$ cat src/rtl/rd_pkg.sv
package rd_pkg;

  typedef enum logic [1:0] {
    REG_LOW  = 2'd0,
    REG_MID  = 2'd1,
    REG_HIGH = 2'd2
  } region_e;

  typedef enum logic [2:0] {
    ST_UNARMED   = 3'd0,
    ST_AT_LOW    = 3'd1,
    ST_AT_HIGH   = 3'd2,
    ST_MID_FROM_LO = 3'd3,
    ST_MID_FROM_HI = 3'd4
  } state_e;

endpackage

$ cat src/rtl/rd_classifier.sv
module rd_classifier #(
  parameter int SAMPLE_W = 12
) (
  input  logic [SAMPLE_W-1:0] sample_i,
  input  logic [SAMPLE_W-1:0] thr_lo_i,
  input  logic [SAMPLE_W-1:0] thr_hi_i,
  output rd_pkg::region_e     region_o
);
  import rd_pkg::*;

  // threshold codes themselves belong to the between region
  function automatic region_e classify(
    input logic [SAMPLE_W-1:0] s,
    input logic [SAMPLE_W-1:0] lo,
    input logic [SAMPLE_W-1:0] hi
  );
    if (s < lo)      return REG_LOW;
    else if (s > hi) return REG_HIGH;
    else             return REG_MID;
  endfunction

  assign region_o = classify(sample_i, thr_lo_i, thr_hi_i);

endmodule

$ cat src/rtl/rd_width_counter.sv
module rd_width_counter #(
  parameter int CNT_W = 8
) (
  input  logic             clk,
  input  logic             rst_n,
  input  logic             start_i,
  input  logic             inc_i,
  output logic [CNT_W-1:0] cnt_o
);
  localparam logic [CNT_W-1:0] CNT_MAX = '1;
  localparam logic [CNT_W-1:0] CNT_ONE = CNT_W'(1);

  // saturating increment
  function automatic logic [CNT_W-1:0] sat_inc(input logic [CNT_W-1:0] v);
    return (v == CNT_MAX) ? CNT_MAX : v + CNT_ONE;
  endfunction

  always_ff @(posedge clk) begin
    if (!rst_n)       cnt_o <= '0;
    else if (start_i) cnt_o <= CNT_ONE;
    else if (inc_i)   cnt_o <= sat_inc(cnt_o);
  end

endmodule

$ cat src/rtl/rd_fsm.sv
module rd_fsm #(
  parameter int CNT_W = 8
) (
  input  logic             clk,
  input  logic             rst_n,
  input  rd_pkg::region_e  region_i,
  input  logic [CNT_W-1:0] cnt_i,
  input  logic [CNT_W-1:0] min_width_i,
  input  logic             pol_pos_en_i,
  input  logic             pol_neg_en_i,
  output rd_pkg::state_e   state_o,
  output logic             cnt_start_o,
  output logic             cnt_inc_o,
  output logic             ret_low_o,
  output logic             ret_high_o,
  output logic             trig_o
);
  import rd_pkg::*;

  state_e state_q, state_d;
  logic   fire;

  // width qualification
  function automatic logic wide_enough(
    input logic [CNT_W-1:0] w,
    input logic [CNT_W-1:0] m
  );
    return w >= m;
  endfunction

  always_comb begin
    state_d     = state_q;
    cnt_start_o = 1'b0;
    cnt_inc_o   = 1'b0;
    ret_low_o   = 1'b0;
    ret_high_o  = 1'b0;
    unique case (state_q)
      ST_UNARMED: begin
        if (region_i == REG_LOW)       state_d = ST_AT_LOW;
        else if (region_i == REG_HIGH) state_d = ST_AT_HIGH;
      end
      ST_AT_LOW: begin
        if (region_i == REG_MID) begin
          state_d     = ST_MID_FROM_LO;
          cnt_start_o = 1'b1;
        end else if (region_i == REG_HIGH) begin
          state_d = ST_AT_HIGH;
        end
      end
      ST_AT_HIGH: begin
        if (region_i == REG_MID) begin
          state_d     = ST_MID_FROM_HI;
          cnt_start_o = 1'b1;
        end else if (region_i == REG_LOW) begin
          state_d = ST_AT_LOW;
        end
      end
      ST_MID_FROM_LO: begin
        if (region_i == REG_MID) begin
          cnt_inc_o = 1'b1;
        end else if (region_i == REG_LOW) begin
          state_d   = ST_AT_LOW;
          ret_low_o = 1'b1;
        end else begin
          state_d = ST_AT_HIGH;
        end
      end
      ST_MID_FROM_HI: begin
        if (region_i == REG_MID) begin
          cnt_inc_o = 1'b1;
        end else if (region_i == REG_HIGH) begin
          state_d    = ST_AT_HIGH;
          ret_high_o = 1'b1;
        end else begin
          state_d = ST_AT_LOW;
        end
      end
      default: state_d = ST_UNARMED;
    endcase
  end

  assign fire = wide_enough(cnt_i, min_width_i) &&
                ((ret_low_o && pol_pos_en_i) || (ret_high_o && pol_neg_en_i));

  always_ff @(posedge clk) begin
    if (!rst_n) begin
      state_q <= ST_UNARMED;
      trig_o  <= 1'b0;
    end else begin
      state_q <= state_d;
      trig_o  <= fire;
    end
  end

  assign state_o = state_q;

endmodule

$ cat src/rtl/runt_detector.sv
module runt_detector #(
  parameter int SAMPLE_W = 12,
  parameter int CNT_W    = 8
) (
  input  logic                clk,
  input  logic                rst_n,
  input  logic [SAMPLE_W-1:0] sample_i,
  input  logic [SAMPLE_W-1:0] thr_lo_i,
  input  logic [SAMPLE_W-1:0] thr_hi_i,
  input  logic                pol_pos_en_i,
  input  logic                pol_neg_en_i,
  input  logic [CNT_W-1:0]    min_width_i,
  output logic                trig_o
);
  import rd_pkg::*;

  region_e          region;
  state_e           state;
  logic [CNT_W-1:0] cnt;
  logic             cnt_start;
  logic             cnt_inc;
  logic             ret_low;
  logic             ret_high;

  rd_classifier #(.SAMPLE_W(SAMPLE_W)) u_cls (
    .sample_i (sample_i),
    .thr_lo_i (thr_lo_i),
    .thr_hi_i (thr_hi_i),
    .region_o (region)
  );

  rd_width_counter #(.CNT_W(CNT_W)) u_cnt (
    .clk     (clk),
    .rst_n   (rst_n),
    .start_i (cnt_start),
    .inc_i   (cnt_inc),
    .cnt_o   (cnt)
  );

  rd_fsm #(.CNT_W(CNT_W)) u_fsm (
    .clk          (clk),
    .rst_n        (rst_n),
    .region_i     (region),
    .cnt_i        (cnt),
    .min_width_i  (min_width_i),
    .pol_pos_en_i (pol_pos_en_i),
    .pol_neg_en_i (pol_neg_en_i),
    .state_o      (state),
    .cnt_start_o  (cnt_start),
    .cnt_inc_o    (cnt_inc),
    .ret_low_o    (ret_low),
    .ret_high_o   (ret_high),
    .trig_o       (trig_o)
  );

endmodule

$ cat config.mk
export PLATFORM = sky130hd
export DESIGN_NAME = runt_detector
export DESIGN_NICKNAME = d
export VERILOG_FILES = /design/src/rtl/rd_pkg.sv /design/src/rtl/rd_classifier.sv /design/src/rtl/rd_width_counter.sv /design/src/rtl/rd_fsm.sv /design/src/rtl/runt_detector.sv
export SDC_FILE = /design/constraint.sdc
export NUM_CORES = 1
export LEC_CHECK = 0
export BUFFER_PORTS_ARGS = -buffer_cell sky130_fd_sc_hd__buf_2
export CAP_MARGIN = 20
export CORE_ASPECT_RATIO = 0.9
export CORE_MARGIN = 2
export CORE_UTILIZATION = 38
export DETAILED_ROUTE_END_ITERATION = 6
export PLACE_DENSITY = 0.62
export RECOVER_POWER = 25
export SETUP_SLACK_MARGIN = 0.15
export SLEW_MARGIN = 10
export SYNTH_ARGS = -nofsm -noshare
export SYNTH_HDL_FRONTEND = slang
export SYNTH_SLANG_ARGS = --single-unit
$ cat constraint.sdc
create_clock -name clk -period 2 [get_ports clk]
set_clock_uncertainty 0.05 [all_clocks]
set_input_delay 0.4 -clock clk [delete_from_list [all_inputs] [get_ports clk]]
set_output_delay 0.4 -clock clk [all_outputs]
set_load 0.1 [all_outputs]
# After elaboration in Yosys (flattened, before gate mapping)
# Index checks and enable logic that the tools add are counted.
dict set report op_classes {
  n_reduce_logical 11
  eq_ne 10
  addsub 1
  n_mux 24
  n_bitwise 1
  n_lt_le_gt_ge 3
}
# operator n
set op_table {}
lappend op_table {{3-bit two-way mux} 7}
lappend op_table {{3-bit one-hot mux with 5 select lines} 1}
lappend op_table {{12-bit > comparator} 1}
lappend op_table {{12-bit < comparator} 1}
lappend op_table {{1-bit two-way mux} 11}
lappend op_table {{8-bit by 1-bit adder with 8-bit output (second input constant)} 1}
lappend op_table {{8-bit == test (second input constant)} 1}
lappend op_table {{8-bit >= comparator} 1}
lappend op_table {{2-bit two-way mux} 4}
lappend op_table {{8-bit two-way mux} 1}
lappend op_table {{3-bit by 2-bit == test with 1-bit output (second input constant)} 2}
lappend op_table {{2-bit OR reduction} 3}
lappend op_table {{2-bit != test (second input constant)} 2}
lappend op_table {{3-bit by 1-bit == test with 1-bit output (second input constant)} 1}
lappend op_table {{3-bit == test (second input constant)} 1}
lappend op_table {{1-bit logical AND} 3}
lappend op_table {{3-bit zero test} 1}
lappend op_table {{3-bit by 1-bit != test with 1-bit output (second input constant)} 1}
lappend op_table {{3-bit AND reduction} 1}
lappend op_table {{2-bit by 1-bit == test with 1-bit output (second input constant)} 1}
lappend op_table {{2-bit == test (second input constant)} 1}
lappend op_table {{2-bit zero test} 1}
lappend op_table {{2-bit nonzero test} 1}
lappend op_table {{1-bit logical OR} 1}
lappend op_table {{1-bit NOT} 1}
dict set report word_totals {
  word_cells 54
  out_inout_bits 1
  reg_bits 12
  inputBits 48
}

# Longest topological paths before layout
# Gate-level depths: netlist (run 1).
dict set report logic_depth {
  depth_word 10
  depth_mapped 9
  ltp_nobuf 8
}

# Cells and area by module
# From an unflattened synthesis (run 1), not the netlist that was laid out.
dict set report unflattened {
  hier_cells 187
  hier_area_um2 1447.6
}
# module n_inst area_per_inst_um2 cells_each seq_area_each_um2
set modules_own_cells {}
lappend modules_own_cells {rd_classifier 1 584.3 84 0.0}
lappend modules_own_cells {rd_fsm 1 480.5 61 80.1}
lappend modules_own_cells {rd_width_counter 1 382.9 42 160.2}

# Worst setup path after synthesis (run 1)
# OpenSTA, ideal clock, no wires.
dict set report synth_timing {
  kind {input to register}
  from {input thr_lo_i[9]}
  to {register u_cnt.cnt_o[4]}
  required_time_ps 1820
  t_arrival_ps 1929
  setup_time_ps 130
  slack_ps -109
  path_buffers 1
  path_stages 9
  path_cell_list {inv_1 > ha_1 > a21o_1 > a211o_1 > a211o_1 > and2_4 > buf_2 > a41oi_1 > a311oi_1}
}
dict set report synth_between {
  elab_chain_len 6
  elab_cells_between_ends 7
  cone_classes {order compare (1); eq/ne (1); mux (4); reduce/logical (1)}
}
# element line
set synth_rtl {}
lappend synth_rtl {{start: declaration} runt_detector.sv:8} ;# input logic [SAMPLE_W-1:0] thr_lo_i,
lappend synth_rtl {{12-bit < comparator *} rd_classifier.sv:17} ;# if (s < lo) return REG_LOW;
lappend synth_rtl {{2-bit two-way mux *} rd_classifier.sv:17}
lappend synth_rtl {{2-bit by 1-bit == test with 1-bit output *} -}
lappend synth_rtl {{1-bit two-way mux *} -}
lappend synth_rtl {{1-bit two-way mux} -}
lappend synth_rtl {{2-bit OR reduction (no source line)} -}
lappend synth_rtl {{end signal: assignment} rd_width_counter.sv:21} ;# else if (inc_i) cnt_o <= sat_inc(cnt_o);
lappend synth_rtl {{end: declaration} rd_width_counter.sv:8} ;# output logic [CNT_W-1:0] cnt_o
# Mark *: on every way between the ends. The rest lies on a longest branch, timed or not.
# A chain may end at the register's enable or synchronous reset.

# Final worst setup path (run 1)
dict set report layout_timing {
  from {input thr_lo_i[9]}
  to {register u_cnt.cnt_o[6]}
}
# Same word-level chain as after synthesis.

==> impl_metrics.json, run 1 <==
{
  "wirelength_mm": 3.491,
  "required_ps": 2070,
  "die_h_um": 62.58,
  "syn-num-nets": 258,
  "syn_to_final_growth_pct": 41.97,
  "portBuffers": 48,
  "yosysWarnings": 0,
  "firstDrtPassIters": 4,
  "clk_path_buf_depth": 2,
  "crit_arrival_ps": 2090,
  "fin_ws_ps": -24.64,
  "synth_seq_area_share_pct": 16.58,
  "n_fill_cell": 353,
  "initial_utilization_pct": 39.39,
  "violations": "negative setup slack",
  "reg2reg_depth": 5,
  "syn_area_per_cell_um2": 8.140,
  "row_count": 21,
  "synth_area_leaders": "ha_1 28%, dfxtp_1 17%, inv_1 8.8%, a21o_1 4.1%, and3_1 3.5%",
  "power.density_cell_area_mw_per_mm2": 412.2,
  "netlist.area_leader.share_pct": 27.63,
  "synth.largest_area_cell": "ha_1",
  "fin_crit_ps": 2025,
  "status": "complete, but fails checks",
  "start_kind": "input pin",
  "top_usage_layer": "met2",
  "r2r_slack_ps": 110,
  "synth_edf_count": 0,
  "leakage_nw": 1.094,
  "routed_via_density": 5.116,
  "r2r_end": "u_cnt.cnt_o[2]",
  "synthCells": 178,
  "finalCritPeriodShare_pct": 101.2,
  "final_nets": 319,
  "place.detailed.hpwl_mm": 2.840,
  "wl_per_cell_um": 12.29,
  "cp-end-kind": "register",
  "grt_overflow": 0,
  "diodes": 0,
  "hold_path.class": "input pin to register",
  "root_buffer": "clkbuf_8",
  "gp_congestion": 0.8350,
  "route.vias.total": 1453,
  "rr_startpoint": "u_cnt.cnt_o[3]",
  "maxCapViolations": 0,
  "drv_slew": 0,
  "cts-htree-levels": 1,
  "ant_nets": 0,
  "die_w_um": 69.09,
  "fin_util_pct": 55.92,
  "max_freq_mhz": 493.9,
  "grt_setup_unrepaired": "yes",
  "layout-drive-gt1-share_pct": 38.24,
  "min_to": "u_fsm.state_o[2]",
  "crit_fanout": 7,
  "grt_usage_pct": 17.06,
  "min_from": "rst_n",
  "whs_ps": 402.7,
  "synth_flop_cell": "dfxtp_1",
  "synth.distinct_cells": 39,
  "path_class": "input pin to register",
  "cts_tree": "done",
  "grtUsageMet2_pct": 27.16,
  "gr-usage-met1_pct": 24.22,
  "ios": 49,
  "numCtsBuffers": 3,
  "use_met3_pct": 3.710,
  "async_flop_share_pct": 0,
  "slew_headroom_pct": 64.37,
  "core_mm2": 0.003679,
  "grt_pass1_vias": 1461,
  "drt-initial-drc-count": 28,
  "finalHoldViolations": 0,
  "finalSetupViolations": 1,
  "synth_area_mm2": 0.001449,
  "holdPathStages": 3,
  "synth-seq-cells": 12,
  "clk_latency_ps": 240,
  "grt_max_degree": 16,
  "worst_pin_slew_ps": 536.8,
  "grt_pass1_wl_mm": 6.203,
  "antenna_found_initial": 0,
  "irDropWorstVdd_mv": 0.4491,
  "die_area_mm2": 0.004324,
  "clock-sinks": 12,
  "remaining_drc_errors": 0,
  "path_clk_slew_ps": 60
}
==> synth_stat cells (4+ instances only) <==
library cell,number
inv_1,34
ha_1,32
dfxtp_1,12
a21oi_1,9
a21o_1,8
and3_1,8
nand2_1,6
a311oi_1,5
a41oi_1,5
nand3_1,5
nand4_1,5
nor2_1,5
o21ai_0,4
==> cells in the final DEF, fill, tap and decap left out, types with 4 or more instances in the layout <==
cell type / instances
clkbuf_8: 4
a21o_1: 8
o21ai_0: 4
nand3_1: 4
ha_1: 28
nor2_1: 4
dfxtp_1: 12
a311oi_2: 5
nand4_1: 5
and3_1: 7
ha_4: 4
buf_2: 45
inv_1: 32
nand2_1: 6
buf_4: 10
a21oi_1: 8
==> through the flow <==
stage / setup WS (ps) / TNS (ps) / cells / cell area (um2) / power (mW)
floorplan: -64.62 / -198.6 / 178 / 1525 / 0.4438
global placement: -429.2 / -4435 / 278 / 1866 / 0.5478
detailed placement: -449.6 / -4563 / 278 / 1866 / 0.5502
CTS: -18.99 / -18.99 / 284 / 1982 / 0.8426
global route: -58.51 / -255.1 / 284 / 2057 / 0.9134
finish: -24.64 / -24.64 / 284 / 2057 / 0.8480
==> layout make-up <==
type / count / area [um2] / share of cell area (%)
inverter: 34 / 142.6 / 6.934
tap: 46 / 57.56 / 2.798
clock buffer: 4 / 55.05 / 2.676
multi-input combinational: 128 / 1199 / 58.27
timing repair buffer: 60 / 362.8 / 17.64
sequential: 12 / 240.2 / 11.68
==> report_power, final <==
group          internal [mW]  total (mW)  switching, mW
registers              0.246       0.255        0.00966
logic                  0.167       0.328          0.160
clock network          0.174       0.265         0.0911
total                  0.587       0.848          0.261
==> repair_timing <==
| item | 4_1_cts | 5_1_grt |
|---|---|---|
| resized for setup | 7 | 15 |
| endpoints found under the setup margin | 12 | 12 |
| setup buffers | 2 | 0 |
| hold buffers | 0 | 0 |
| pin swaps | 11 | 7 |
==> cells by family after synthesis <==
logic type               count (synthesis)  synth area share, %
AO/OA/AOI/OAI                           47                25.39
XOR/XNOR                                 3                1.814
adder cells (fa/ha/maj)                 32                27.63
buffers and inverters                   38                10.62
flip-flops                              12                16.58
AND/OR/NAND/NOR                         46                17.96
==> worst max-delay path, stage by stage <==
cell and delay, ps:
buf_8 90, inv_12 30, ha_4 220, a21o_1 150, a211o_1 290, a211o_1 290, and2_4 170, buf_4 160
a41oi_1 220, a311oi_2 70
==> metal layers <==
metal | share of wire (%) | up-vias | routed length, um
met5 | 0 | - | 0
met2 | 44 | 33 | 1552
li1 | - | 769 | -
met1 | 51 | 649 | 1768
met4 | 0.20 | 0 | 7
met3 | 4.7 | 2 | 163
==> state kept, by name, indices dropped and copies added (netlist names) <==
signal and cells:
u_cnt.cnt_o 8, u_fsm.state_o 3, u_fsm.trig_o 1
==> worst max path at each step <==
stage | to | cells past startpoint | start | slack (ps)
finish | u_cnt.cnt_o[6] | 10 | thr_lo_i[9] | -20
global route | u_cnt.cnt_o[6] | 10 | thr_lo_i[9] | -60
CTS | u_cnt.cnt_o[5] | 9 | thr_lo_i[9] | -20
detailed placement | u_cnt.cnt_o[6] | 9 | thr_hi_i[1] | -450
global placement | u_cnt.cnt_o[5] | 9 | thr_hi_i[1] | -430
floorplan | u_cnt.cnt_o[1] | 8 | thr_lo_i[9] | -60
(Power assumes the default switching activity.)
==> inputs of run 2 (changes only) <==
--- a/config.mk
+++ b/config.mk
@@ -8,7 +8,7 @@
 export BUFFER_PORTS_ARGS = -buffer_cell sky130_fd_sc_hd__buf_2
 export CAP_MARGIN = 20
 export CORE_ASPECT_RATIO = 0.9
-export CORE_MARGIN = 2
+export CORE_MARGIN = 10
 export CORE_UTILIZATION = 38
 export DETAILED_ROUTE_END_ITERATION = 6
 export PLACE_DENSITY = 0.62
==> run 2 against run 1 <==
Against the previous run:
- the run now ends clean
- worst hold slack lost 2.9 ps
- utilization grew 2.4 points
- worst setup slack gained 74 ps
- final area grew 5.0%
- critical path depth shrank 1
- sequential share of layout area shrank 0.55 points
- critical endpoint is now u_cnt.cnt_o[5]
==> impl_metrics.json, run 2 (synthesis gave the netlist of run 1 again) <==
{
  "row_count": 21,
  "die_w_um": 85.09,
  "cpPeakStageDelay_ps": 270,
  "cts_hold_buf": 0,
  "slew_headroom_pct": 64.19,
  "finalCritPeriodShare_pct": 97.54,
  "route.vias.total": 1502,
  "initial_utilization_pct": 39.11,
  "wirelength_mm": 4.022,
  "syn_to_final_growth_pct": 49.05,
  "crit_fanout": 8,
  "wl_per_cell_um": 14.01,
  "grt_setup_unrepaired": "yes",
  "crit_arrival_ps": 2060,
  "place.detailed.hpwl_mm": 3.185,
  "r2r_slack_ps": 130,
  "grt_overflow": 0,
  "drt-initial-drc-count": 82,
  "clk_latency_ps": 240,
  "gp_congestion": 0.7692,
  "portBuffers": 48,
  "layout_common_cells": "40 x buf_2, 29 x inv_1, 27 x ha_1",
  "cpMostUsedCell": "a211o_1",
  "use_met3_pct": 3.715,
  "numCtsBuffers": 3,
  "placed_area_mm2": 0.001893,
  "grt_pass1_vias": 1530,
  "diodes": 0,
  "max_freq_mhz": 512.6,
  "final_nets": 322,
  "dp.cells": 280,
  "largest_reg_flops": 8,
  "firstDrtPassIters": 4,
  "die_area_mm2": 0.006686,
  "ios": 49,
  "remaining_drc_errors": 0,
  "grt_max_degree": 10,
  "core_mm2": 0.003705,
  "grt_pass1_wl_mm": 6.734,
  "largest-register": "u_cnt.cnt_o",
  "slowest_stage": "a211o_1",
  "antenna_found_initial": 0,
  "path_buf_inv": 2,
  "worst_pin_slew_ps": 539.5,
  "required_ps": 2110,
  "root_buffer": "clkbuf_8",
  "cts_tree": "done",
  "path_clk_slew_ps": 60,
  "dp_slack_ps": -347.7,
  "irDropWorstVdd_mv": 0.2633,
  "power.density_cell_area_mw_per_mm2": 411.7,
  "hold_path.class": "input pin to register",
  "path_class": "input pin to register",
  "power.total_uw": 889.1,
  "grt_usage_pct": 11.51,
  "crit_path_cell_trace": "buf_8 -> inv_12 -> ha_4 -> a21o_1 -> a211o_1 -> a211o_1 -> and2_4 -> a31o_4 -> a311oi_2",
  "ant_nets": 0,
  "crit_family": "compound AO/OA/AOI/OAI gates",
  "cp-end-kind": "register",
  "fin_crit_ps": 1951,
  "cts-htree-levels": 1,
  "die_h_um": 78.58,
  "layout_commonest_cell": "buf_2",
  "clk_path_buf_depth": 2,
  "drv_slew": 0,
  "status": "finished, final reports clean",
  "clock-sinks": 12,
  "stdcell_count": 287,
  "top_usage_layer": "met2",
  "grtUsageMet2_pct": 18.49,
  "gr-usage-met1_pct": 14.53,
  "start_kind": "input pin",
  "leakage_nw": 1.122,
  "finalHoldViolations": 0,
  "finalSetupViolations": 0,
  "final_cell_area_mm2": 0.002160,
  "maxCapViolations": 0,
  "routed_via_density": 5.233,
  "layout-drive-gt1-share_pct": 42.74,
  "fin_ws_ps": 49.27
}
[run 2: worst register-to-register path, cell delays in order (launching register included)]
cell and delay [ps]:
dfxtp_1 430, and3_1 250, and2_1 240, nand4_1 260
and4_1 320, a311oi_2 240
[run 2: final cells by class]
type,instances,area [um2]
fill,351,1545
multi-input combinational,128,1242
timing repair buffer,63,424.2
sequential,12,240.2
inverter,34,140.1
tap,46,57.56
clock buffer,4,55.05
[run 2: path summary, 6_finish.rpt]
kind                                startpoint              to  cells after the start
worst min register to register  u_cnt.cnt_o[0]  u_cnt.cnt_o[0]                      2
worst min-delay path                     rst_n    u_fsm.trig_o                      2
worst max register to register  u_cnt.cnt_o[3]  u_cnt.cnt_o[2]                      5
worst max-delay path               thr_lo_i[9]  u_cnt.cnt_o[5]                      9
[run 2: repair_timing]
item,in CTS,in global routing
buffers inserted,1,2
pin swaps,10,3
hold endpoints to repair,0,0
endpoints found under the setup margin,12,12
gates resized for setup,31,10
[run 2: report_power, final]
group	switching, mW	internal (mW)
sequential	0.00937	0.246
clock	0.0959	0.174
combinational	0.169	0.195
total	0.275	0.614
[run 2: through the flow]
stage	hold slack [ps]	setup TNS, ps	utilization [%]
after global routing	414.4	-56.95	58.29
after CTS	399.8	0	56.64
after global placement	509.2	-2850	51.10
after floorplan	435.3	-198.6	-
after detailed placement	511.8	-2952	51.10
final	399.8	0	58.29
[run 2: per-layer routing]
metal / wire, um / part of all wire [%]
met3: 278 / 6.9
met2: 1792 / 45
met1: 1943 / 48
met5: 0 / 0
met4: 8 / 0.20
==> inputs of run 3 (changes only) <==
--- a/config.mk
+++ b/config.mk
@@ -17,4 +17,5 @@
 export SLEW_MARGIN = 10
 export SYNTH_ARGS = -nofsm -noshare
 export SYNTH_HDL_FRONTEND = slang
+export SYNTH_HIERARCHICAL = 1
 export SYNTH_SLANG_ARGS = --single-unit
==> run 3 against run 2 <==
Against the previous run:
- the flow now finishes with violations (negative setup slack)
- sequential share of layout area about the same
- sequential power up 3%
- worst setup slack got worse by 480 ps
- register-to-register slack about the same
- worst hold slack improved by 18 ps
- die area about the same
- critical path type unchanged
- critical endpoint is now u_cnt/cnt_o[5]
- largest power group unchanged
==> impl_metrics.json, run 3 <==
{
  "status": "complete, but fails checks",
  "violations": "negative setup slack",
  "slowest_stage": "o311a_1",
  "crit_arrival_ps": 2550,
  "clock-sinks": 12,
  "fin_util_pct": 58.53,
  "remaining_drc_errors": 0,
  "clk_path_buf_depth": 2,
  "layout_commonest_cell": "buf_2",
  "cts-htree-levels": 1,
  "multi_input_area_mm2": 0.001272,
  "clk_latency_ps": 240,
  "synth_area_leaders": "ha_1 28%, dfxtp_1 17%, inv_1 8.6%, a21oi_1 7.6%, o21ai_0 3.1%",
  "ys_top_cells_by_count": "33 x inv_1, 32 x ha_1, 22 x a21oi_1",
  "power.density_cell_area_mw_per_mm2": 412.8,
  "portBuffers": 48,
  "grt_setup_unrepaired": "yes",
  "path_buf_inv": 3,
  "die_area_mm2": 0.006682,
  "layout-drive-gt1-share_pct": 43.08,
  "cts_hold_buf": 0,
  "ant_nets": 0,
  "start_kind": "input pin",
  "crit_family": "simple AND/OR/NAND/NOR gates",
  "routed_via_density": 4.930,
  "async_flop_share_pct": 0,
  "grt_max_degree": 10,
  "yosysWarnings": 6,
  "core_mm2": 0.003705,
  "grt_overflow": 0,
  "grt_pass1_wl_mm": 6.430,
  "regArea_um2": 240.2,
  "max_freq_mhz": 411.8,
  "r2r_slack_ps": 130,
  "worst_pin_slew_ps": 545.1,
  "synth.largest_area_cell": "ha_1",
  "maxCapViolations": 0,
  "cp-end-kind": "register",
  "layout_common_cells": "45 x buf_2, 32 x inv_1, 26 x ha_1",
  "row_count": 21,
  "slew_headroom_pct": 63.81,
  "leakage_nw": 1.061,
  "n_fill_cell": 328,
  "ios": 49,
  "crit_path_cell_trace": "buf_8 -> inv_12 -> ha_4 -> nor2b_4 -> o211ai_1 -> a21oi_1 -> o311a_1 -> nor2b_4 -> nand2b_4 -> nor2_4 -> buf_6 -> nand4_1 -> or3_1 -> a31oi_1",
  "grt_pass1_vias": 1504,
  "syn-num-nets": 267,
  "finalCritPeriodShare_pct": 121.4,
  "antenna_found_initial": 0,
  "gp_congestion": 0.8117,
  "die_h_um": 78.56,
  "synth_seq_area_share_pct": 16.59,
  "crit_fanout": 6,
  "synth_area_mm2": 0.001448,
  "grt_usage_pct": 10.90,
  "finalSetupViolations": 12,
  "cpPeakStageDelay_ps": 380,
  "path_class": "input pin to register",
  "drt-initial-drc-count": 42,
  "drv_slew": 0,
  "yosysMostFrequentCell": "inv_1",
  "syn_to_final_growth_pct": 49.78,
  "hold_path.class": "input pin to register",
  "cpMostUsedCell": "nor2b_4",
  "dp_slack_ps": -793.6,
  "place.detailed.hpwl_mm": 2.900,
  "fin_ws_ps": -428.6,
  "root_buffer": "clkbuf_8",
  "firstDrtPassIters": 4,
  "synth-seq-cells": 12,
  "finalSetupTns_ps": -4110,
  "die_w_um": 85.06,
  "required_ps": 2120,
  "path_clk_slew_ps": 50,
  "wl_per_cell_um": 12.70,
  "syn_area_per_cell_um2": 7.741,
  "synthCells": 187,
  "synth.distinct_cells": 41,
  "netlist.area_leader.share_pct": 27.66,
  "irDropWorstVdd_mv": 0.3094,
  "diodes": 0,
  "initial_utilization_pct": 39.07,
  "cts_tree": "done",
  "wirelength_mm": 3.797,
  "numCtsBuffers": 3,
  "final_nets": 334,
  "largest_reg_flops": 8,
  "fin_crit_ps": 2429,
  "synth_edf_count": 0,
  "finalHoldViolations": 0,
  "synth_flop_cell": "dfxtp_1",
  "largest-register": "u_cnt/cnt_o",
  "route.vias.total": 1474
}
==> run 3: changes by cell type after synthesis, sizes merged, moves of 4 or more <==
cell    delta
and2       -4
a41oi      -4
a311oi     -5
o21ai      +6
a21oi     +13
and3       -6
a21o       -8
==> run 3: cell type report <==
type                    count  area share (%)
clock buffers               4           2.539
repair buffers             66           18.75
flip-flops and latches     12           11.08
multi-input cells         138           58.68
inverters                  33           6.290
well taps                  46           2.654
==> run 3: where the power goes <==
part	total, mW	switching, mW	leakage, nW	internal, mW
clock	0.265	0.0907	0.0288	0.174
combinational	0.369	0.170	0.935	0.198
sequential	0.262	0.0142	0.0973	0.248
total	0.895	0.275	1.06	0.620
==> run 3: kinds of logic after synthesis <==
group           synth area share [%]
mux                           0.6915
flops                          16.59
compound gates                 20.05
fa+ha+maj                      27.66
simple gates                   22.04
xor+xnor                       2.420
buf+inv                        10.54
==> run 3: final timing paths <==
kind | from | to | cells past startpoint
max reg2reg | u_fsm/state_o[0] | u_cnt/cnt_o[7] | 9
min reg2reg | u_cnt/cnt_o[6] | u_cnt/cnt_o[6] | 1
min | rst_n | u_fsm/state_o[0] | 2
max | thr_hi_i[1] | u_cnt/cnt_o[5] | 14
==> run 3: per-stage QoR <==
stage	power, mW	area [um2]	instances	hold WS, ps
floorplan	0.4560	1508	187	433.5
global placement	0.5571	1859	288	462.4
detailed placement	0.5601	1859	288	467.7
CTS	0.8608	2051	296	419.8
global route	0.9612	2168	299	432.4
finish	0.8952	2168	299	418.1
==> run 3: timing repair <==
item	CTS	global route
cloned	0	0
pin swaps	12	14
endpoints found under the setup margin	12	12
resized for setup	18	22
setup buffers	4	3
==> run 3: metal layers <==
layer | GRT usage, % | wire [um]
met1 | 14.48 | 1840
met2 | 16.24 | 1639
met3 | 3.406 | 300
met4 | 3.454 | 17
met5 | 0 | 0
